**src/rtl/brst_pkg.sv**
```systemverilog
package brst_pkg;
  typedef enum logic [1:0] {
    ST_IDLE = 2'd0,
    ST_WAIT = 2'd1,
    ST_RUN  = 2'd2
  } brst_state_t;
endpackage

```
**src/rtl/brst_sector_ctr.sv**
```systemverilog
module brst_sector_ctr #(
  parameter int LEN_W = 48
) (
  input  logic             clk,
  input  logic             rst,
  input  logic             load,
  input  logic [LEN_W-1:0] load_val,
  input  logic             dec,
  output logic             zero
);
  logic [LEN_W-1:0] remain_q;

  always_ff @(posedge clk) begin
    if (rst) begin
      remain_q <= '0;
    end else if (load) begin
      remain_q <= load_val;
    end else if (dec && (remain_q != '0)) begin
      remain_q <= remain_q - LEN_W'(1);
    end
  end

  assign zero = (remain_q == '0);
endmodule

```
**src/rtl/brst_beat_ctr.sv**
```systemverilog
module brst_beat_ctr #(
  parameter int BEATS = 32
) (
  input  logic clk,
  input  logic rst,
  input  logic go,
  output logic rd_en,
  output logic final_beat
);
  localparam int BEAT_LOG = $clog2(BEATS);
  localparam logic [BEAT_LOG-1:0] BEAT_MAX = BEAT_LOG'(BEATS - 1);

  logic [BEAT_LOG-1:0] beat_q;
  logic                en_q;

  always_ff @(posedge clk) begin
    if (rst) begin
      en_q   <= 1'b0;
      beat_q <= '0;
    end else if (go && !en_q) begin
      en_q   <= 1'b1;
      beat_q <= '0;
    end else if (en_q) begin
      if (beat_q == BEAT_MAX) begin
        en_q <= 1'b0;
      end
      beat_q <= beat_q + BEAT_LOG'(1);
    end
  end

  assign rd_en      = en_q;
  assign final_beat = en_q && (beat_q == BEAT_MAX);
endmodule

```
**src/rtl/brst_out_stage.sv**
```systemverilog
module brst_out_stage #(
  parameter int DATA_W = 128
) (
  input  logic              clk,
  input  logic              rst,
  input  logic              rd_en,
  input  logic              final_beat,
  input  logic [DATA_W-1:0] rd_data,
  output logic              out_valid,
  output logic              out_last,
  output logic [DATA_W-1:0] out_data
);
  logic valid_q;
  logic last_q;

  always_ff @(posedge clk) begin
    if (rst) begin
      valid_q <= 1'b0;
      last_q  <= 1'b0;
    end else begin
      valid_q <= rd_en;
      last_q  <= final_beat;
    end
  end

  // The FIFO already registers its data, so the word lines up with valid_q.
  assign out_valid = valid_q;
  assign out_last  = last_q;
  assign out_data  = rd_data;
endmodule

```
**src/rtl/brst_fifo_reader.sv**
```systemverilog
module brst_fifo_reader
  import brst_pkg::*;
#(
  parameter int DATA_W = 128,
  parameter int CNT_W  = 16,
  parameter int LEN_W  = 48,
  parameter int BEATS  = 32
) (
  input  logic              clk,
  input  logic              rst,
  input  logic              start,
  input  logic [LEN_W-1:0]  len_sectors,
  input  logic              ds_ready,
  input  logic [CNT_W-1:0]  fifo_rd_cnt,
  output logic              fifo_rd_en,
  input  logic [DATA_W-1:0] fifo_rd_data,
  output logic              out_valid,
  output logic [DATA_W-1:0] out_data,
  output logic              out_last,
  output logic              done
);
  localparam int BEAT_LOG = $clog2(BEATS);

  brst_state_t state_q;
  logic        done_q;
  logic        load;
  logic        dec;
  logic        zero;
  logic        go;
  logic        final_beat;
  logic        block_ok;

  assign block_ok = |fifo_rd_cnt[CNT_W-1:BEAT_LOG];
  assign load     = (state_q == ST_IDLE) && start && (len_sectors != '0);
  assign go       = (state_q == ST_WAIT) && !zero && block_ok && ds_ready;
  assign dec      = (state_q == ST_RUN) && final_beat;

  always_ff @(posedge clk) begin
    if (rst) begin
      state_q <= ST_IDLE;
      done_q  <= 1'b0;
    end else begin
      done_q <= 1'b0;
      unique case (state_q)
        ST_IDLE: begin
          if (start) begin
            if (len_sectors == '0) done_q <= 1'b1;
            else                   state_q <= ST_WAIT;
          end
        end
        ST_WAIT: begin
          if (zero) begin
            done_q  <= 1'b1;
            state_q <= ST_IDLE;
          end else if (go) begin
            state_q <= ST_RUN;
          end
        end
        ST_RUN: begin
          if (final_beat) state_q <= ST_WAIT;
        end
        default: state_q <= ST_IDLE;
      endcase
    end
  end

  assign done = done_q;

  brst_sector_ctr #(.LEN_W(LEN_W)) u_sectors (
    .clk(clk), .rst(rst), .load(load), .load_val(len_sectors),
    .dec(dec), .zero(zero)
  );

  brst_beat_ctr #(.BEATS(BEATS)) u_beats (
    .clk(clk), .rst(rst), .go(go), .rd_en(fifo_rd_en), .final_beat(final_beat)
  );

  brst_out_stage #(.DATA_W(DATA_W)) u_out (
    .clk(clk), .rst(rst), .rd_en(fifo_rd_en), .final_beat(final_beat),
    .rd_data(fifo_rd_data), .out_valid(out_valid), .out_last(out_last),
    .out_data(out_data)
  );
endmodule

```
**config.mk**
```make
export PLATFORM = sky130hd
export DESIGN_NAME = brst_fifo_reader
export DESIGN_NICKNAME = d
export VERILOG_FILES = /design/src/rtl/brst_pkg.sv /design/src/rtl/brst_sector_ctr.sv /design/src/rtl/brst_beat_ctr.sv /design/src/rtl/brst_out_stage.sv /design/src/rtl/brst_fifo_reader.sv
export SDC_FILE = /design/constraint.sdc
export NUM_CORES = 1
export LEC_CHECK = 0
export ABC_AREA = 1
export BUFFER_PORTS_ARGS = -buffer_cell sky130_fd_sc_hd__clkbuf_2
export CORE_AREA = 2 2 128 130
export DETAILED_ROUTE_END_ITERATION = 16
export DIE_AREA = 0 0 130 132
export PLACE_DENSITY = 0.65
export SYNTH_ARGS = -nofsm -noshare
export SYNTH_HDL_FRONTEND = slang
export SYNTH_SLANG_ARGS = --single-unit
```
**constraint.sdc**
```tcl
create_clock -name clk -period 2.85 [get_ports clk]
set_input_delay 0 -clock clk [delete_from_list [all_inputs] [get_ports clk]]
set_output_delay 0 -clock clk [all_outputs]
set_load 0.02 [all_outputs]
```
Yosys cells after proc, flatten, opt, wreduce, memory -nomap -nowiden
Cells that the tools add are included.
Word-level totals
  input bits: 196
  register bits after elaboration: 59
  output and inout bits: 132
  word-level logic and storage cells: 51
Cells by class
  reduce and logical (&&, ||, !) cells: 20
  muxes and demuxes: 15
  $add $sub $neg: 2
  eq/ne operators: 7
Operator list (count)
  logical NOT 48 bit: 2
  2-to-1 mux 48 bit: 2
  nonzero test 48 bit: 2
  subtractor 48 x 1 -> 48 bit (second input constant): 1
  OR reduction 11 bit: 1
  2-to-1 mux 2 bit: 5
  logical AND 1 bit: 9
  2-to-1 mux 1 bit: 6
  inequality test 2 bit (second input constant): 3
  case mux 2 bit (3 select lines): 1
  adder 5 x 1 -> 5 bit (second input constant): 1
  == test 5 bit (second input constant): 1
  AND reduction 4 bit: 1
  inequality test 3 x 2 -> 1 bit (second input constant): 1
  == test 2 x 1 -> 1 bit (second input constant): 1
  == test 2 bit (second input constant): 1
  logical NOT 1 bit: 2
  logical NOT 2 bit: 1
  case mux 1 bit (2 select lines): 1
  nonzero test 2 bit: 1
  OR reduction 2 bit: 1

Logic depth before layout (Yosys ltp)
  depth after elaboration: 8
  depth in mapped cells: 14
  mapped depth without buffers: 13

Modules after synthesis
From an unflattened synthesis, not the netlist that was laid out.
Unflattened totals
  cells, all modules: 870
  area, all modules: 5361.4 um^2
Modules (own cells, without submodules)
  brst_sector_ctr: times used 1, area an instance 3637.2 um^2, cells each 617, sequential area each 960.9 um^2
  brst_out_stage: times used 1, area an instance 1016.0 um^2, cells each 134, sequential area each 40.0 um^2
  brst_fifo_reader: times used 1, area an instance 397.9 um^2, cells each 81, sequential area each 60.1 um^2
  brst_beat_ctr: times used 1, area an instance 310.3 um^2, cells each 38, sequential area each 120.1 um^2

Worst setup path before layout
No wires, ideal clock.
  path type: register to register
  start: reg u_beats.beat_q[0]
  end: reg u_sectors.remain_q[43]
  stages on the path, launching flop included: 13
  arrival: 1.810 ns
  clock period less this slack: 1.920 ns
  slack: 0.930 ns
  setup time: 0.110 ns
  path buffers: 2
  data required time: 2.740 ns
  path through: dfxtp_1 -> ha_1 -> and3_1 -> ha_1 -> nand2_1 -> nor2_1 -> nand2_4 -> buf_8 -> buf_12 -> nand3_1 -> nand3_1 -> nand2_1 -> inv_1
On the way
  longest elaborated chain between the ends: 5
RTL lines
  from (decl): line brst_beat_ctr.sv:13  | logic [BEAT_LOG-1:0] beat_q;
  from (signal assigned): line brst_beat_ctr.sv:27  | beat_q <= beat_q + BEAT_LOG'(1);
  == test 5 bit: line brst_beat_ctr.sv:32  | assign final_beat = en_q && (beat_q == BEAT_MAX);
  logical AND 1 bit: line brst_beat_ctr.sv:32
  logical AND 1 bit: line brst_fifo_reader.sv:36  | assign dec = (state_q == ST_RUN) && final_beat;
  logical AND 1 bit: line brst_sector_ctr.sv:18  | end else if (dec && (remain_q != '0)) begin
  nonzero test 2 bit (no source line)
  to (signal assigned): line brst_sector_ctr.sv:17  | remain_q <= load_val;
  to (signal assigned): line brst_sector_ctr.sv:19  | remain_q <= remain_q - LEN_W'(1);
  to (decl): line brst_sector_ctr.sv:11  | logic [LEN_W-1:0] remain_q;
Every way passes these cells.
A chain may end at the register's enable or synchronous reset.

Worst setup path in the final report
  start: reg u_beats.beat_q[0]
  end: reg u_sectors.remain_q[26]
Same word-level chain as after synthesis.

==> results.toml <==
[drt]
via_count = 5170
drt_iter0_markers = 284
wl_per_cell_um = 14.4
drt-total-wl_um = 15800
drt_pre_antenna_iters = 5
route.detailed.vias_per_inst = 4.73
post-route-drc-count = 0
antenna_left = 0

[worst_setup_path]
crit_path_start_kind = "flop"
cp_slowest_cell = "inv_2"
critPathCaptureType = "flop"
max_stage_delay_ns = 0.51
cp_max_fo = 36
crit_chain = "ha_1 -> and3_1 -> ha_1 -> nand2_1 -> nor2_1 -> nand2_4 -> inv_2 -> nand2_1 -> nand3_1 -> nand2_1 -> inv_1"
critical_path_arrival_ns = 2.62
crit_required_ns = 3.12
crit_path_frequent_cell = "nand2_1"
worst-setup-path-type = "flop to flop"

[sta]
setup-tns-final_ns = 0
fmax_mhz = 426
rsz0062_at_grt = "false"
setup_viol = 0
slew-limit-headroom_pct = 58.7
fin_crit_ns = 2.35
fin_worst_skew_ns = 0.00743
drv_slew = 0
min_period_over_period_pct = 82.4
tightest_slew_ns = 0.620
fin_ws_ns = 0.502
holdWs_ns = 0.00000562
hold_viol = 0

[power]
pwr-share-comb_pct = 30.4
p_sw_mw = 1.03
p_int_mw = 1.84
p_sw_share_pct = 35.9
p_leak_nw = 2.77
p_per_area_nw_per_um2 = 535
p_seq_share_pct = 33.5
clockPowerShare_pct = 36.1
irDropWorstVdd_mv = 0.249

[final_layout]
fin_nets = 1072
area_growth_pct = -3.25
drive_gt1_share_pct = 11.6
final_cell_mix = "nand2_1 (240), nor2_1 (161), nand3_1 (150)"
layout_commonest_cell = "nand2_1"
fillers = 1762
n_antenna_cell = 0
regArea_um2 = 1180
multi_input_comb_area_um2 = 2910
post-route-util_pct = 34.1

[global_route]
gr-usage-met2_pct = 31.4
grt_use_met1_pct = 22.0
grt_pass1_wl_um = 24700
grt_pass1_vias = 4821
track_usage_pct = 18.3
grt_antenna_before_repair = 0
grt_max_degree = 50
grt_overflow_total = 0
busiest_layer = "met2"
grtUsageMet3_pct = 3.61

[logic_synthesis]
ys_ff_latch = 59
synth_nets = 1143
syn_area_um2 = 5540
synth_top_area_cell = "dfxtp_1"
synth_top_cells_by_area = "dfxtp_1 (21%), buf_4 (18%), nand2_1 (16%), nand3_1 (14%), nor2_1 (11%)"
avgSynthCellArea_um2 = 5.87
ys_seq_area_share_pct = 21.3
synth_top_area_share_pct = 21.3
syn_inst = 943
yosysUniqueCellTypes = 31
yosysWarnings = 0

[cts]
numCtsBuffers = 9
root_buffer = "clkbuf_16"
htreeDepth = 3
cts_tree = "built"
cts.sinks = 59
cts_buffer_depth = 2
clk_pin_slew_ns = 0.05
clock_latency_ns = 0.33

[floorplanning]
ios = 328
initial_core_util_pct = 35.3
die_y_um = 132
core.rowCount = 46
core_area_um2 = 15700
die_w_um = 130
die-area_um2 = 17200

[job]
maxCapViolations = 0

[placement]
io_buffers = 66
dpl.hpwl_um = 12400
dpl_worst_slack_ns = 0.480
routabilityCongestion = 0.902

[min_path]
hp-class = "input pin to primary output"

[status]
status = "finished clean"
[through the flow]
step,instances,area (µm²),total power [mW]
after global placement,1076,5070,1.83
final,1092,5360,2.87
after global routing,1092,5360,3.05
after CTS,1092,5360,2.88
after detailed placement,1076,5070,1.84
after floorplan,943,5540,1.86
[cells by family after synthesis]
| family | count (synthesis) | synth area share [%] |
|---|---|---|
| AND/OR/NAND/NOR | 585 | 45.2 |
| XOR/XNOR | 20 | 3.16 |
| multiplexers | 2 | 0.361 |
| flip-flops | 59 | 21.3 |
| buffers and inverters | 243 | 26.3 |
| adder cells (fa/ha/maj) | 4 | 0.904 |
| AO/OA/AOI/OAI | 30 | 2.76 |
[repair_timing]
item                       in CTS  in global routing
hold buffers                    1                  0
setup endpoints to repair       0                  0
gates resized for setup         0                  0
hold endpoints to repair        1                  0
setup buffers                   0                  0
[per-layer routing]
layer | wire length, µm | up-vias
li1 | - | 2690
met4 | 497 | 0
met2 | 7630 | 153
met3 | 1030 | 49
met1 | 6600 | 2278
met5 | 0 | -
[power by group through the flow]
stage | sequential [mW] | clock, mW | combinational (mW)
after floorplan | 0.953 | 0 | 0.907
after global placement | 0.975 | 0 | 0.856
after detailed placement | 0.975 | 0 | 0.863
after CTS | 0.959 | 1.05 | 0.869
after global routing | 0.970 | 1.08 | 1.00
final | 0.961 | 1.04 | 0.871
[cells in the mapped netlist]
cell and number:
xnor2_1 12, nand3_1 150, buf_4 131, nand4_1 7
inv_1 85, buf_12 1, nor3_1 1, dfxtp_1 59
nor2_2 6, a21oi_1 10, nand2_4 2, and2_1 1
buf_2 11, nand3b_1 8, xor2_1 8, nor3b_2 1
inv_2 1, nand2_1 240, buf_8 2, nand2_2 3
buf_1 1, o21ai_0 19, mux2i_1 2, clkinv_1 1
nor4_1 1, clkbuf_1 10, and3_1 2, nor2_1 161
a211oi_1 1, ha_1 4, nor2_4 2
[path summary, 6_finish.rpt]
path | from | to | slack, ns | cells after the start
max reg2reg | u_beats.beat_q[0]$_SDFFE_PP0P_ | u_sectors.remain_q[26]$_SDFFE_PP0P_ | 0.50 | 11
min reg2reg | u_sectors.remain_q[0]$_SDFFE_PP0P_ | u_sectors.remain_q[0]$_SDFFE_PP0P_ | 0.50 | 2
max | u_beats.beat_q[0]$_SDFFE_PP0P_ | u_sectors.remain_q[26]$_SDFFE_PP0P_ | 0.50 | 11
min | fifo_rd_data[17] | out_data[17] | 0.000006 | 0
[final cells by class]
class	instances	share of cell area, %
Clock inverter	2	0.187
Tap cell	216	5.04
Multi-Input combinational cell	641	54.3
Timing Repair Buffer	74	7.33
Inverter	87	6.09
Sequential cell	59	22.0
Clock buffer	13	5.04
[flip-flops by register name, indices dropped and copies added (netlist names)]
register / flops
u_beats.beat_q: 5
u_out.out_valid: 1
u_out.out_last: 1
state_q: 2
done: 1
u_sectors.remain_q: 48
u_beats.rd_en: 1
[worst max-delay path: cells and delay by family (launching register included)]
family        cells  cell delay (ns)
flops             1             0.36
simple gates      7             1.02
fa+ha+maj         2             0.30
buf+inv           2             0.57
Note: power is estimated with default switching activity, not from simulation.
